File: src/rtl/irq_status_unit.sv
module irq_status_unit #(
  parameter int SW = 8,
  parameter int QW = 3
) (
  input  logic          clk,
  input  logic          rst,
  input  logic          raise_i,
  input  logic          lower_i,
  input  logic          ack_i,
  input  logic          xfer_done_i,
  input  logic          busrst_i,
  input  logic          rpt_dis_i,
  input  logic          cmpl_i,
  input  logic [SW-1:0] cmpl_stat_i,
  output logic          irq_o,
  output logic [7:0]    ack_data_o,
  output logic [7:0]    reason_o,
  output logic [7:0]    status_o,
  output logic [QW-1:0] seq_o,
  output logic [SW-1:0] done_status_o,
  output logic          clr_xfer_o
);
  localparam logic [7:0]    R_BUS  = 8'h10;
  localparam logic [7:0]    R_RST  = 8'h80;
  localparam logic [2:0]    PH_ST  = 3'b011;
  localparam logic [QW-1:0] SEQ_CD = QW'(4);

  logic          pend_q, pend_n, tcz_q, tcz_n, defer_q, defer_n, clr_q;
  logic [2:0]    ph_q, ph_n;
  logic [7:0]    reason_q, reason_n;
  logic [QW-1:0] seq_q, seq_n;
  logic [SW-1:0] defer_stat_q, defer_stat_n, done_q, done_n;

  logic replay, hold_new, rep_now, report, done_evt;
  logic [SW-1:0] rep_stat;

  assign replay   = ack_i & defer_q;
  assign hold_new = cmpl_i & (pend_q | replay);
  assign rep_now  = cmpl_i & ~hold_new;
  assign report   = replay | rep_now;
  assign rep_stat = replay ? defer_stat_q : cmpl_stat_i;
  assign done_evt = report | xfer_done_i;

  always_comb begin
    pend_n = pend_q; tcz_n = tcz_q; ph_n = ph_q;
    reason_n = reason_q; seq_n = seq_q;
    if (ack_i) begin
      reason_n = '0; tcz_n = 1'b0; seq_n = SEQ_CD; pend_n = 1'b0;
    end
    if (lower_i) pend_n = 1'b0;
    if (report) begin
      ph_n = PH_ST; tcz_n = 1'b0;
    end
    if (done_evt) begin
      tcz_n = 1'b1; reason_n = R_BUS; seq_n = '0; pend_n = 1'b1;
    end
    if (busrst_i) begin
      reason_n = R_RST;
      if (!rpt_dis_i) pend_n = 1'b1;
    end
    if (raise_i) pend_n = 1'b1;
  end

  always_comb begin
    defer_n = defer_q; defer_stat_n = defer_stat_q;
    if (hold_new) begin
      defer_n = 1'b1; defer_stat_n = cmpl_stat_i;
    end else if (replay) begin
      defer_n = 1'b0;
    end
  end

  assign done_n = report ? rep_stat : done_q;

  always_ff @(posedge clk) begin
    if (rst) begin
      pend_q <= 1'b0; tcz_q <= 1'b0; ph_q <= '0; reason_q <= '0; seq_q <= '0;
      defer_q <= 1'b0; defer_stat_q <= '0; done_q <= '0; clr_q <= 1'b0;
    end else begin
      pend_q <= pend_n; tcz_q <= tcz_n; ph_q <= ph_n; reason_q <= reason_n;
      seq_q <= seq_n; defer_q <= defer_n; defer_stat_q <= defer_stat_n;
      done_q <= done_n; clr_q <= done_evt;
    end
  end

  assign irq_o         = pend_q;
  assign ack_data_o    = reason_q;
  assign reason_o      = reason_q;
  assign status_o      = {pend_q, 2'b00, tcz_q, 1'b0, ph_q};
  assign seq_o         = seq_q;
  assign done_status_o = done_q;
  assign clr_xfer_o    = clr_q;
endmodule

File: config.mk
export PLATFORM = sky130hd
export DESIGN_NAME = irq_status_unit
export DESIGN_NICKNAME = d
export VERILOG_FILES = /design/src/rtl/irq_status_unit.sv
export SDC_FILE = /design/constraint.sdc
export NUM_CORES = 1
export LEC_CHECK = 0
export BUFFER_PORTS_ARGS = -buffer_cell sky130_fd_sc_hd__buf_2
export CAP_MARGIN = 20
export CELL_PAD_IN_SITES_DETAIL_PLACEMENT = 1
export CELL_PAD_IN_SITES_GLOBAL_PLACEMENT = 2
export CORE_MARGIN = 2
export CORE_UTILIZATION = 24
export DETAILED_ROUTE_END_ITERATION = 12
export HOLD_SLACK_MARGIN = 0.05
export PLACE_DENSITY = 0.82
export SLEW_MARGIN = 15
export SYNTH_ARGS = -nofsm -noshare
export SYNTH_HDL_FRONTEND = slang
export SYNTH_SLANG_ARGS = --single-unit
File: constraint.sdc
create_clock -name clk -period 1.1 [get_ports clk]
set_clock_uncertainty 0.05 [all_clocks]
set_input_delay 0.055 -clock clk [delete_from_list [all_inputs] [get_ports clk]]
set_output_delay 0.055 -clock clk [all_outputs]
set_load 0.01 [all_outputs]
=== Yosys cells after proc, flatten, opt, wreduce, memory -nomap -nowiden ===
Index checks and enable logic that the tools add are counted.

* Bits in registers: 24
* Output and inout bits: 37
* Bits of input ports: 17
* Word-level logic and storage cells: 38

* Multiplexer cells: 15
* Reduce and logical (&&, ||, !) cells: 6
* Bitwise operators: 7

{| class="wikitable"
|+ Operators by type and width
! operator !! number
|-
| $mux W8 || 4
|-
| $mux W1 || 11
|-
| $reduce_bool A3 Y1 || 2
|-
| $reduce_bool A2 Y1 || 2
|-
| $reduce_or A2 Y1 || 2
|-
| $and A1 B1 Y1 || 3
|-
| $or A1 B1 Y1 || 3
|-
| $not A1 Y1 || 1
|}

=== Longest topological paths before layout ===
Gate-level depths: netlist of run 1.

* Depth in word-level cells: 11
* Mapped depth: 4
* Gate-level depth less buffers: 3

=== Least setup slack after synthesis of run 1 ===
No wires, ideal clock.

* Path type: register to register
* From: reg pend_q, in the netlist irq_o
* To: reg done_q[6], in the netlist done_status_o[6]
* Stages on the path, launching flop included: 4
* Buffers on the path: 0
* Setup time: 86 ps
* Data arrival time: 988 ps
* Period minus slack after synthesis: 1,124 ps
* Path slack: -24 ps
* Data required time: 964 ps
* Cells stage by stage: dfxtp_1 > or2b_4 > mux2i_1 > a211oi_1

* Cells in the longest elaborated chain, start to end: 5

{| class="wikitable"
|+ Ends and longest elaborated chain
! what !! RTL line !! text
|-
| start: declaration || 28 || <nowiki>logic pend_q, pend_n, tcz_q, tcz_n, defer_q, defer_n, clr_q;</nowiki>
|-
| start signal: assignment || 80 || <nowiki>pend_q <= pend_n; tcz_q <= tcz_n; ph_q <= ph_n; reason_q <= reason_n;</nowiki>
|-
| $or A1 B1 Y1 || 38 || <nowiki>assign hold_new = cmpl_i & (pend_q | replay);</nowiki>
|-
| $and A1 B1 Y1 || 38 ||
|-
| $not A1 Y1 || 39 || <nowiki>assign rep_now = cmpl_i & ~hold_new;</nowiki>
|-
| $and A1 B1 Y1 || 39 ||
|-
| $or A1 B1 Y1 || 40 || <nowiki>assign report = replay | rep_now;</nowiki>
|-
| end signal: assignment || 82 || <nowiki>done_q <= done_n; clr_q <= done_evt;</nowiki>
|-
| end: declaration || 32 || <nowiki>logic [SW-1:0] defer_stat_q, defer_stat_n, done_q, done_n;</nowiki>
|}

No other way between the ends.
A chain may end at the register's enable or synchronous reset.

=== Final worst setup path of run 1 ===
Ends and elaborated chain as after synthesis.

==> metrics.md, run 1 <==
| Metric | Value |
|---|---|
| Status | finished, violations left |
| Failing checks | negative setup slack |
| Post-Route WL | 2770 µm |
| Layout cell share with drive strength beyond 1 | 33.3% |
| Register Area | 482 µm² |
| RSZ-0062 raised after global routing | true |
| First-pass GRT wire length | 4440 µm |
| Diode count | 0 |
| Crit path max-delay cell type | dfxtp_2 |
| Htree depth | 1 |
| Crit path max fanout | 4 |
| Final period util | 104% |
| Final Hold Vio Count | 0 |
| CP cell instances | or2b_4 -> mux2i_1 -> a211oi_1 |
| Fill cells | 606 |
| TritonCTS clock tree | done |
| Initial antenna violation count | 0 |
| Largest net degree at the start of global routing | 17 |
| DR iter-0 viols | 9 |
| Synth Warn # | 0 |
| Starting Density | 24.4% |
| Achievable frequency | 0.877 GHz |
| Boundary Pins | 54 |
| Congestion Overflow GR | 0 |
| Final Setup Violations | 3 |
| Leading cell type in the layout, fill and taps excluded | buf_2 |
| VDD IR max | 430 µV |
| Hold_ws | 0.109 ns |
| Slew Limit Fails | 0 |
| Critical Path RT | 1.23 ns |
| DRT Pass-1 Iters | 2 |
| Root Driver | clkbuf_8 |
| Largest stage delay, worst path | 0.35 ns |
| Leading area contributor after synthesis | dfxtp_1 |
| Post-synth cell types | 29 |
| Final WS setup | -0.0398 ns |
| CTS sink count | 24 |
| Post-route ant nets | 0 |
| Core area | 5040 µm² |
| Clk buf depth | 2 |
| Skew-Pair Late Insertion Delay | 0.27 ns |
| Dpl cells | 230 |
| Worst setup EP type | flip-flop |
| Footprint of the multi-input gates | 619 µm² |
| Vias per std cell | 3.98 |
| GRT Overall Usage | 10.4% |
| Worst path arrival time | 1.27 ns |
| DIE AREA | 5720 µm² |
| DR WL/cell | 11.2 µm |
| Clock transition at path regs | 0.09 ns |
| Lkg Pwr | 0.000768 µW |
| # nets final | 195 |
| Post-Syn Area | 1230 µm² |
| P&R area growth vs syn | 33.9% |
| Tmin final | 1.14 ns |
| Vias in the first global route | 982 |
| Register area share after synthesis | 39.0% |
| Input/output buffers | 35 |
| FP Rows | 26 |
| Num CTS Buffers | 3 |
| Max-cap viol count | 0 |
| Worst min path class | in -> reg |
| Routability-driven placement congestion ratio | 0.734 |
| Yosys reg bits | 24 |
| DPL Wire Length | 1970 µm |
| Via count | 982 |
| Most frequent cells in the layout | buf_2, dfxtp_1, conb_1 |
| Top cell type's share of synthesized area | 39.0% |
| Residual DRC | 0 |
| Critical path type | reg -> reg |
| Synth top area cells | dfxtp_1, buf_4, mux2i_1 |
| Layout Cells excl Fill | 247 |
| Power Density | 1240 nW/µm² |
| Die X | 75.6 µm |
| Die span in y | 75.6 µm |
| Syn Area/Cell | 9.62 µm² |
| Crit path launch type | flip-flop |
| Post-CTS setup buffers | 0 |
| Syn Inst Count | 128 |
| Flop2flop setup slack | -0.04 ns |
[critical path, delay by kind of cell (launching register included)]
| kind | cells | cell delay [ns] |
|---|---|---|
| AOI/OAI and AO/OA | 1 | 0.22 |
| DFF | 1 | 0.35 |
| muxes | 1 | 0.14 |
| and+or+nand+nor | 1 | 0.29 |
[cells in the mapped netlist, drive strengths merged]
library cell  count
nand2b           16
a21oi             2
o21a              1
a21o              1
a41oi             1
nand2             2
nor2             11
nor3              2
and2              2
clkbuf            1
a211oi            8
o21ba             1
nor2b             3
buf              28
conb              1
o21ai             1
mux2i            16
nor3b             1
a31oi             1
or2b              1
inv               2
o21bai            1
nor4              1
dfxtp            24
[per-layer routing]
metal / wire length, µm / vias up / global-route usage [%]
li1: - / 482 / -
met1: 1260 / 456 / 12.3
met2: 1280 / 39 / 17.9
met3: 192 / 5 / 3.31
met4: 42 / 0 / 3.51
met5: 0 / - / 0
[metrics by stage]
stage / setup TNS (ns) / power, µW / setup slack, ns / area (µm²) / util [%]
2_1_floorplan: 0 / 1300 / 0.0242 / 1300 / -
3_3_place_gp: -0.645 / 1390 / -0.0808 / 1440 / 28.5
3_5_place_dp: -0.854 / 1400 / -0.125 / 1440 / 28.5
4_1_cts: -0.0361 / 2060 / -0.0104 / 1630 / 32.3
5_1_grt: -0.927 / 2170 / -0.138 / 1650 / 32.7
6_report: -0.0898 / 2040 / -0.0398 / 1650 / 32.7
[timing repair]
item	4_1_cts	5_1_grt
endpoints found under the hold margin	13	0
hold buffers	13	0
gates resized for setup	2	4
pin swaps	2	4
setup endpoints to repair	17	19
[area by class of cell]
class                      instances  area share, %
clock buffer                       4           3.34
multi-input combinational         90           37.6
timing repair buffer              57           24.1
tap                               70           5.31
inverter                           2          0.455
sequential                        24           29.2
[kinds of logic after synthesis]
group | share of synthesized area [%]
flip-flops | 39.0
buffers and inverters | 18.0
multiplexers | 13.0
AO/OA/AOI/OAI | 11.2
AND/OR/NAND/NOR | 18.5
other | 0.305
[report_power, final]
part           switching, µW  internal, µW  total (µW)
Sequential              38.5           938         977
Clock                    294           320         614
Combinational            222           228         450
Total                    554          1490        2040
[path summary, 6_finish.rpt]
kind,depth (start not counted),from,end
setup / recovery,3,irq_o,done_status_o[6]
hold / removal,3,rst,tcz_q
setup reg to reg,3,irq_o,done_status_o[6]
hold reg to reg,1,tcz_q,tcz_q
[state kept, by name, indices dropped and copies added, names as in the netlist]
register       cells
seq_o              1
ack_data_o         2
done_status_o      8
defer_q            1
ph_q               1
defer_stat_q       8
tcz_q              1
irq_o              1
clr_xfer_o         1
No activity file was read; power rests on OpenSTA's default activity.
==> run 2: changes to the inputs <==
CORE_UTILIZATION = 26   (was 24)
PLACE_DENSITY = 0.84   (was 0.82)
clock period = 1.25 ns   (was 1.1 ns; I/O delays follow)
==> run 2 against run 1 <==
Die area down 7.3%. Non-clock buffer count down 4. The run now ends clean. Critical endpoint is now irq_o. Critical path depth unchanged. First-iteration DRC count rose to 3.3 times the previous value. Sequential share of layout area up 1.2 points. Critical path type unchanged. Hold slack better by 0.026 ns. Via count down 3.1%. Cell count down 8.1%. Register-to-register slack better by 0.13 ns. Fmax down 1.4%.
==> metrics.md, run 2 (same netlist as run 1, synthesis figures left out) <==
| Metric | Value |
|---|---|
| FP Rows | 25 (-3.8%) |
| CTS sink count | 24 (unchanged) |
| Power Density | 1210 nW/µm² (-2.0%) |
| Status | complete, no violations |
| Final period util | 92.5% (-11 points) |
| DPL Wire Length | 1950 µm (-0.85%) |
| DRT Pass-1 Iters | 4 (+2) |
| Combinational Power Share | 19.5% (-2.6 points) |
| Vias per std cell | 4.19 (+5.5%) |
| Input/output buffers | 35 (unchanged) |
| Post-route ant nets | 0 (unchanged) |
| Fill cells | 548 (-9.6%) |
| Routability-driven placement congestion ratio | 0.701 (-4.5%) |
| Achievable frequency | 0.865 GHz (-1.4%) |
| Most frequent cells in the layout | buf_2, dfxtp_1, conb_1 |
| Crit path max fanout | 4 (unchanged) |
| Initial antenna violation count | 0 (unchanged) |
| Leading cell type in the layout, fill and taps excluded | buf_2 |
| Critical Path RT | 1.39 ns (+0.16 ns) |
| Num CTS Buffers | 3 (unchanged) |
| Vias in the first global route | 905 (-7.8%) |
| Post-Route WL | 2700 µm (-2.3%) |
| First-pass GRT wire length | 4200 µm (-5.4%) |
| Worst min path class | in -> reg |
| Clk pwr share | 35.7% (+5.6 points) |
| Final Setup Violations | 0 (-3) |
| Htree depth | 1 (unchanged) |
| Tmin final | 1.16 ns (+0.0163 ns) |
| Worst path arrival time | 1.30 ns (+0.03 ns) |
| Crit path launch type | flip-flop |
| Final Hold Vio Count | 0 (unchanged) |
| Largest stage delay, worst path | 0.36 ns (about the same) |
| Crit path max-delay family | compound AO/OA/AOI/OAI gates |
| Diode count | 0 (unchanged) |
| Largest net degree at the start of global routing | 22 (+5) |
| Crit path max-delay cell type | dfxtp_1 |
| Placement Cell Area | 1370 µm² (-4.4%) |
| Clock transition at path regs | 0.09 ns (about the same) |
| RSZ-0062 raised after global routing | false |
| DR iter-0 viols | 30 (+21) |
| CP cell instances | or2b_4 -> a31oi_4 -> o21bai_1 |
| Sw Pwr | 482 µW (-13%) |
| Boundary Pins | 54 (unchanged) |
| Final Instance Area | 1590 µm² (-3.8%) |
| Root Driver | clkbuf_8 |
| DIE AREA | 5300 µm² (-7.3%) |
| CP Buf/Inv Count | 0 (unchanged) |
| GRT Overall Usage | 10.1% (-0.35 points) |
| Die X | 72.8 µm (-3.7%) |
| Design internal power | 1440 µW (-3.0%) |
| Slew Limit Fails | 0 (unchanged) |
| Clk buf depth | 2 (unchanged) |
| P&R area growth vs syn | 28.9% |
| Layout cell share with drive strength beyond 1 | 29.5% (-3.9 points) |
| Setup_tns | 0 ns (+0.0898 ns) |
| # nets final | 191 (-2.1%) |
| Core area | 4630 µm² (-8.2%) |
| Critical path type | reg -> reg |
| Lkg Pwr | 0.000744 µW (-3.1%) |
| Sw Share | 25.1% (-2.1 points) |
| Via count | 952 (-3.1%) |
| Starting Density | 26.6% (+2.2 points) |
| DR WL/cell | 11.9 µm (+6.3%) |
| Seq pwr share | 44.8% (-3.1 points) |
| Skew-Pair Late Insertion Delay | 0.27 ns (about the same) |
| VDD IR max | 408 µV (-5.1%) |
| Congestion Overflow GR | 0 (unchanged) |
| Die span in y | 72.8 µm (-3.7%) |
| Worst setup EP type | flip-flop |
| Residual DRC | 0 (unchanged) |
| Max-cap viol count | 0 (unchanged) |
| TritonCTS clock tree | done |
-- run 2: cell type report --
type / count / area (µm²) / share of cell area (%)
multi-input combinational: 90 / 593 / 37.4
sequential: 24 / 482 / 30.4
tap: 54 / 67.6 / 4.26
inverter: 2 / 7.51 / 0.473
timing repair buffer: 53 / 365 / 23.0
clock inverter: 1 / 30.0 / 1.89
clock buffer: 3 / 41.3 / 2.60
-- run 2: tightest hold or removal path: stages --
cell and delay (ns):
buf_2 0.07, nor2b_1 0.03, nor3_1 0.13, o21bai_1 0.10
-- run 2: what timing repair did --
item | in CTS | in global routing
hold endpoints to repair | 13 | 0
hold buffers | 12 | 0
gates resized for setup | 0 | 1
setup endpoints to repair | 0 | 8
buffers inserted | 0 | 1
-- run 2: path summary, 6_finish.rpt --
kind / cells past startpoint / slack (ns) / start / to
max: 3 / 0.09 / irq_o / irq_o
min: 4 / 0.14 / rpt_dis_i / irq_o
min reg2reg: 1 / 0.40 / tcz_q / tcz_q
max reg2reg: 3 / 0.09 / irq_o / irq_o
-- run 2: through the flow --
| step | utilization (%) | setup WS, ns | std cells | power [µW] | hold WS [ns] |
|---|---|---|---|---|---|
| after detailed placement | 29.7 | 0.0711 | 210 | 1220 | 0.209 |
| after floorplan | - | 0.126 | 145 | 1150 | 0.0839 |
| final | 34.3 | 0.0938 | 227 | 1920 | 0.135 |
| after CTS | 33.8 | 0.0346 | 226 | 1940 | 0.132 |
| after global routing | 34.3 | 0.0108 | 227 | 2020 | 0.170 |
| after global placement | 29.7 | 0.106 | 210 | 1210 | 0.203 |
-- run 2: power groups by stage --
stage | combinational (µW) | sequential (µW) | clock, µW
2_1_floorplan | 254 | 893 | 0
3_3_place_gp | 331 | 880 | 0
3_5_place_dp | 337 | 880 | 0
4_1_cts | 368 | 864 | 709
5_1_grt | 412 | 871 | 741
6_report | 375 | 863 | 686
-- run 2: layer usage --
metal | share of wire, % | GRT usage (%) | up-vias
li1 | - | - | 473
met1 | 48 | 12.3 | 441
met2 | 46 | 17.9 | 36
met3 | 6.3 | 3.04 | 2
met4 | 0.22 | 1.23 | 0
met5 | 0 | 0 | -
